**src/rtl/amrs_pkg.sv**
```systemverilog
package amrs_pkg;
  localparam int REG_IDX_W   = 5;
  localparam int SRC2_IN_W   = 4;
  localparam int BASE_SEL_W  = 2;
  localparam int OFF_W       = 3;
  localparam int BASE_W      = 32;
  localparam int NUM_W       = 2;
  localparam logic [REG_IDX_W-1:0] BASE_REG_FIRST = 5'd8;

  typedef enum logic {SEQ_IDLE = 1'b0, SEQ_RUN = 1'b1} seq_state_e;
endpackage

```
**src/rtl/amrs_plan.sv**
```systemverilog
module amrs_plan
  import amrs_pkg::*;
#(
  parameter int ROWS  = 64,
  parameter int ROW_W = 6
) (
  input  logic [BASE_SEL_W-1:0] base_sel,
  input  logic [BASE_W-1:0]     base_val,
  input  logic [OFF_W-1:0]      offset,
  input  logic                  grp4,
  output logic [REG_IDX_W-1:0]  base_reg,
  output logic [ROW_W-1:0]      first_row,
  output logic [ROW_W-1:0]      stride,
  output logic [NUM_W-1:0]      last_num
);
  localparam logic [ROW_W-1:0] STRIDE_TWO  = ROW_W'(ROWS / 2);
  localparam logic [ROW_W-1:0] STRIDE_FOUR = ROW_W'(ROWS / 4);

  logic [ROW_W-1:0] sum_lo;
  logic [ROW_W-1:0] mask;

  always_comb begin
    base_reg  = BASE_REG_FIRST | REG_IDX_W'(base_sel);
    stride    = grp4 ? STRIDE_FOUR : STRIDE_TWO;
    last_num  = grp4 ? NUM_W'(3) : NUM_W'(1);
    // stride divides 2^32, so only the low bits of the sum matter
    sum_lo    = base_val[ROW_W-1:0] + ROW_W'(offset);
    mask      = stride - ROW_W'(1);
    first_row = sum_lo & mask;
  end
endmodule

```
**src/rtl/amrs_walker.sv**
```systemverilog
module amrs_walker
  import amrs_pkg::*;
#(
  parameter int ROW_W = 6
) (
  input  logic                 clk,
  input  logic                 rst_n,
  input  logic                 start,
  input  logic [REG_IDX_W-1:0] src1_in,
  input  logic [SRC2_IN_W-1:0] src2_in,
  input  logic [ROW_W-1:0]     first_row,
  input  logic [ROW_W-1:0]     stride,
  input  logic [NUM_W-1:0]     last_num,
  input  logic                 out_ready,
  output logic                 out_valid,
  output logic [REG_IDX_W-1:0] out_src1,
  output logic [REG_IDX_W-1:0] out_src2,
  output logic [ROW_W-1:0]     out_row,
  output logic [NUM_W-1:0]     out_num,
  output logic                 out_last,
  output logic                 out_done
);
  seq_state_e           state_q;
  logic [ROW_W-1:0]     stride_q;
  logic [NUM_W-1:0]     last_q;
  logic                 accept;

  assign out_valid = (state_q == SEQ_RUN);
  assign out_last  = out_valid && (out_num == last_q);
  assign accept    = out_valid && out_ready;

  always_ff @(posedge clk) begin
    if (!rst_n) begin
      state_q  <= SEQ_IDLE;
      out_done <= 1'b0;
      out_src1 <= '0;
      out_src2 <= '0;
      out_row  <= '0;
      out_num  <= '0;
      stride_q <= '0;
      last_q   <= '0;
    end else begin
      out_done <= 1'b0;
      unique case (state_q)
        SEQ_IDLE: begin
          if (start) begin
            state_q  <= SEQ_RUN;
            out_src1 <= src1_in;
            out_src2 <= {1'b0, src2_in};
            out_row  <= first_row;
            out_num  <= '0;
            stride_q <= stride;
            last_q   <= last_num;
          end
        end
        SEQ_RUN: begin
          if (accept) begin
            if (out_num == last_q) begin
              state_q  <= SEQ_IDLE;
              out_done <= 1'b1;
            end else begin
              out_num  <= out_num + NUM_W'(1);
              out_src1 <= out_src1 + REG_IDX_W'(1);
              out_row  <= out_row + stride_q;
            end
          end
        end
        default: state_q <= SEQ_IDLE;
      endcase
    end
  end
endmodule

```
**src/rtl/amrs_top.sv**
```systemverilog
module amrs_top
  import amrs_pkg::*;
#(
  parameter int VL_BITS = 512,
  localparam int ROWS   = VL_BITS / 8,
  localparam int ROW_W  = $clog2(ROWS)
) (
  input  logic              clk,
  input  logic              rst_n,
  input  logic              start,
  input  logic              grp4,
  input  logic [1:0]        base_sel,
  input  logic [31:0]       base_val,
  input  logic [2:0]        offset,
  input  logic [4:0]        src1_idx,
  input  logic [3:0]        src2_idx,
  output logic [4:0]        base_reg,
  output logic              step_valid,
  input  logic              step_ready,
  output logic [4:0]        step_src1,
  output logic [4:0]        step_src2,
  output logic [ROW_W-1:0]  step_row,
  output logic [1:0]        step_num,
  output logic              step_last,
  output logic              done
);
  logic [ROW_W-1:0] first_row;
  logic [ROW_W-1:0] stride;
  logic [NUM_W-1:0] last_num;

  amrs_plan #(.ROWS(ROWS), .ROW_W(ROW_W)) i_plan (
    .base_sel (base_sel),
    .base_val (base_val),
    .offset   (offset),
    .grp4     (grp4),
    .base_reg (base_reg),
    .first_row(first_row),
    .stride   (stride),
    .last_num (last_num)
  );

  amrs_walker #(.ROW_W(ROW_W)) i_walker (
    .clk      (clk),
    .rst_n    (rst_n),
    .start    (start),
    .src1_in  (src1_idx),
    .src2_in  (src2_idx),
    .first_row(first_row),
    .stride   (stride),
    .last_num (last_num),
    .out_ready(step_ready),
    .out_valid(step_valid),
    .out_src1 (step_src1),
    .out_src2 (step_src2),
    .out_row  (step_row),
    .out_num  (step_num),
    .out_last (step_last),
    .out_done (done)
  );
endmodule

```
**config.mk**
```make
export PLATFORM = sky130hd
export DESIGN_NAME = amrs_top
export DESIGN_NICKNAME = d
export VERILOG_FILES = /design/src/rtl/amrs_pkg.sv /design/src/rtl/amrs_plan.sv /design/src/rtl/amrs_walker.sv /design/src/rtl/amrs_top.sv
export SDC_FILE = /design/constraint.sdc
export NUM_CORES = 1
export LEC_CHECK = 0
export CORE_ASPECT_RATIO = 0.6
export CORE_MARGIN = 2
export CORE_UTILIZATION = 38
export CTS_BUF_LIST = sky130_fd_sc_hd__clkbuf_16
export DETAILED_ROUTE_END_ITERATION = 16
export PLACE_DENSITY = 0.89
export SLEW_MARGIN = 15
export SYNTH_ARGS = -nofsm -noshare
export SYNTH_HDL_FRONTEND = slang
export SYNTH_HIERARCHICAL = 1
export SYNTH_SLANG_ARGS = --single-unit
```
**constraint.sdc**
```tcl
create_clock -name clk -period 1.7 [get_ports clk]
set_clock_uncertainty 0.05 [all_clocks]
set_input_delay 0.34 -clock clk [delete_from_list [all_inputs] [get_ports clk]]
set_output_delay 0.34 -clock clk [all_outputs]
set_load 0.05 [all_outputs]
```
==> metrics.cfg <==
[run_status]
outcome = complete, but fails checks
violations = negative setup slack

[drt]
wl_mm = 3.83
drtIter0Drc = 52
routedWlPerCell_microns = 12.1
num_vias = 1526
first_pass_iters = 4
drt_drc_violations_left = 0
viasPerCell = 4.80
ant_nets = 0

[pwr]
power_mw = 1.93
power.share.sequential_pct = 37.9
switching_share_pct = 32.6
power.switching_uw = 630
max-vdd-ir-drop_mv = 0.426
clkPwrFrac_pct = 28.1
p_leak_nw = 1.09
power_density_nw_per_um2 = 793
combPwrFrac_pct = 34.0
internal_power_mw = 1.30

[yosys]
ys_seq_area_share_pct = 32.0
synth_top_area_share_pct = 32.0
ys_seq_elements = 27
yosysMostFrequentCell = nand2_1
yosysUniqueCellTypes = 37
synthTopCellsByArea = dfxtp_1, nand2_1, a21boi_0
yosys-top-cells-count = nand2_1, dfxtp_1, a21boi_0
synth_ff_type = dfxtp_1
synth_edf_count = 0
synth_area_sq_um = 1690
synth_warnings = 6
yosysTopAreaCell = dfxtp_1
async_flop_share_pct = 0
syn_avg_cell_area_sq_um = 8.19
synthCells = 206

[global_routing]
grtUsageTotal_pct = 15.5
grt_max_degree = 28
first_global_vias = 1461
antenna_found_initial = 0
grt_first_pass_wirelength_mm = 6.49
grt-ovfl-total = 0

[clock_tree]
holdBufCountCts = 0
cts_root_buf = clkbuf_16
clk_latency_ps = 260
cts_tree = done
cts_buffer_depth = 2
cts_buffers = 3
cts_max_level = 1
clkSinkCount = 27
clkTransAtPathRegs_ps = 70

[placement]
io_buffers = 41
place_ws_ps = -473
gp_congestion = 0.806
dp_hpwl_mm = 2.83

[finish]
fillers = 384
nets = 321
area_growth_pct = 44.6
final_core_util_pct = 58.2
drive_above_1_share_pct = 29.1
diodes = 0

[hold_path]
hold_class = flip-flop to flip-flop

[setup_path]
crit_type = flip-flop to flip-flop
cp-end-kind = flip-flop
worstPathMaxFanout = 2
r2r_slack_ps = -80
cp-start-kind = flip-flop
worstPathArrival_ps = 1880
required_ps = 1810

[die]
core_region_area_sq_um = 4190
start_util_pct = 40.3
dieArea_sq_um = 5010
chipWidth_microns = 90.0
ioPinCount = 77
die_h_microns = 55.6
core.rowCount = 18

[flow_run]
cap_viol_max_count = 0

[timing]
rsz0062_at_grt = yes
finalHoldViolCount = 0
max_freq_ghz = 0.562
period_share_pct = 105
post-route-worst-setup-slack_ps = -78.7
period_minus_slack_ps = 1780
final-max-slew-violation-count = 0
report.final.setup_viol = 2

-- power groups by stage --
stage / Clock [mW] / Combinational, mW / Sequential (mW)
after floorplan: 0 / 0.304 / 0.857
after global placement: 0 / 0.621 / 0.745
after detailed placement: 0 / 0.633 / 0.747
after CTS: 0.556 / 0.643 / 0.733
after global routing: 0.583 / 0.714 / 0.739
final: 0.543 / 0.658 / 0.732
-- per-stage QoR --
stage	cell area (sq um)	TNS [ps]	instances	hold slack [ps]
after floorplan	1790	-99.0	213	397
after global placement	2290	-1360	311	400
after CTS	2390	-83.5	315	416
after detailed placement	2290	-1580	311	405
final	2440	-141	318	414
after global routing	2440	-378	318	449
-- cell type report --
type | count | area [sq um] | area share (%)
timing repair buffer | 63 | 599 | 24.6
clock buffer | 3 | 75.1 | 3.08
multi-input combinational | 153 | 1080 | 44.3
tap | 60 | 75.1 | 3.08
inverter | 11 | 41.3 | 1.69
clock inverter | 1 | 5.00 | 0.205
sequential | 27 | 562 | 23.0
-- layer usage --
layer / track usage [%] / wire length, microns
met2: 27.6 / 1840
met5: 0 / 0
met1: 19.5 / 1830
met3: 4.47 / 160
met4: 1.54 / 0
-- state kept, by name, summed over array words and instances (netlist names) --
signal / cells
i_walker/out_src2: 4
i_walker/out_row: 6
i_walker/out_valid: 1
i_walker/out_num: 2
i_walker/out_done: 1
i_walker/stride_q: 6
i_walker/last_q: 2
i_walker/out_src1: 5
-- layout by cell type (no fill, tap or decap), types with 2 or more instances in the layout --
| cell type | instances |
|---|---|
| nand2b_1 | 2 |
| clkdlybuf4s50_1 | 17 |
| a21oi_1 | 5 |
| o211a_1 | 4 |
| buf_4 | 36 |
| xor2_1 | 2 |
| nor2b_1 | 4 |
| nor2_1 | 10 |
| a31oi_1 | 2 |
| o21a_1 | 3 |
| nand3_1 | 2 |
| dfxtp_4 | 4 |
| ha_1 | 4 |
| a21o_1 | 3 |
| a21oi_2 | 4 |
| conb_1 | 10 |
| fa_2 | 2 |
| mux2i_1 | 9 |
| ha_4 | 4 |
| dfxtp_2 | 5 |
| dlygate4sd2_1 | 3 |
| o21ai_2 | 2 |
| a21boi_0 | 15 |
| clkbuf_16 | 3 |
| dfxtp_1 | 18 |
| xnor2_1 | 3 |
| buf_12 | 6 |
| nand2_1 | 36 |
| o21ai_0 | 11 |
| inv_1 | 11 |
| nor3b_1 | 2 |
-- final timing paths --
kind	cells past startpoint	end	start
worst max-delay path	6	i_walker/out_row[5]$_SDFFE_PN0P_	i_walker/out_row[3]$_SDFFE_PN0P_
worst min register to register	1	i_walker/out_num[1]$_SDFFE_PN0P_	i_walker/out_num[1]$_SDFFE_PN0P_
worst max register to register	6	i_walker/out_row[5]$_SDFFE_PN0P_	i_walker/out_row[3]$_SDFFE_PN0P_
worst min-delay path	1	i_walker/out_num[1]$_SDFFE_PN0P_	i_walker/out_num[1]$_SDFFE_PN0P_
-- logic make-up after synthesis --
kind of cell    count (synthesis)  synth area share [%]
compound gates                 53                  21.7
xor+xnor                        6                  3.12
fa+ha+maj                      11                  9.05
buf+inv                        33                  11.1
flops                          27                  32.0
mux                             9                  5.34
other cells                     3                 0.668
simple gates                   64                  17.0
-- what timing repair did --
action / CTS / global route
endpoints found under the setup margin: 5 / 4
pin swaps: 8 / 10
setup buffers: 0 / 3
gates resized for setup: 10 / 6
-- critical path, stage by stage (launching register included) --
cell	delay (ps)
dfxtp_4	360
ha_4	260
o21ai_2	50
or4b_1	520
o2111ai_2	120
mux2i_1	240
a21oi_2	60
Power figures use the tool's default switching activity.
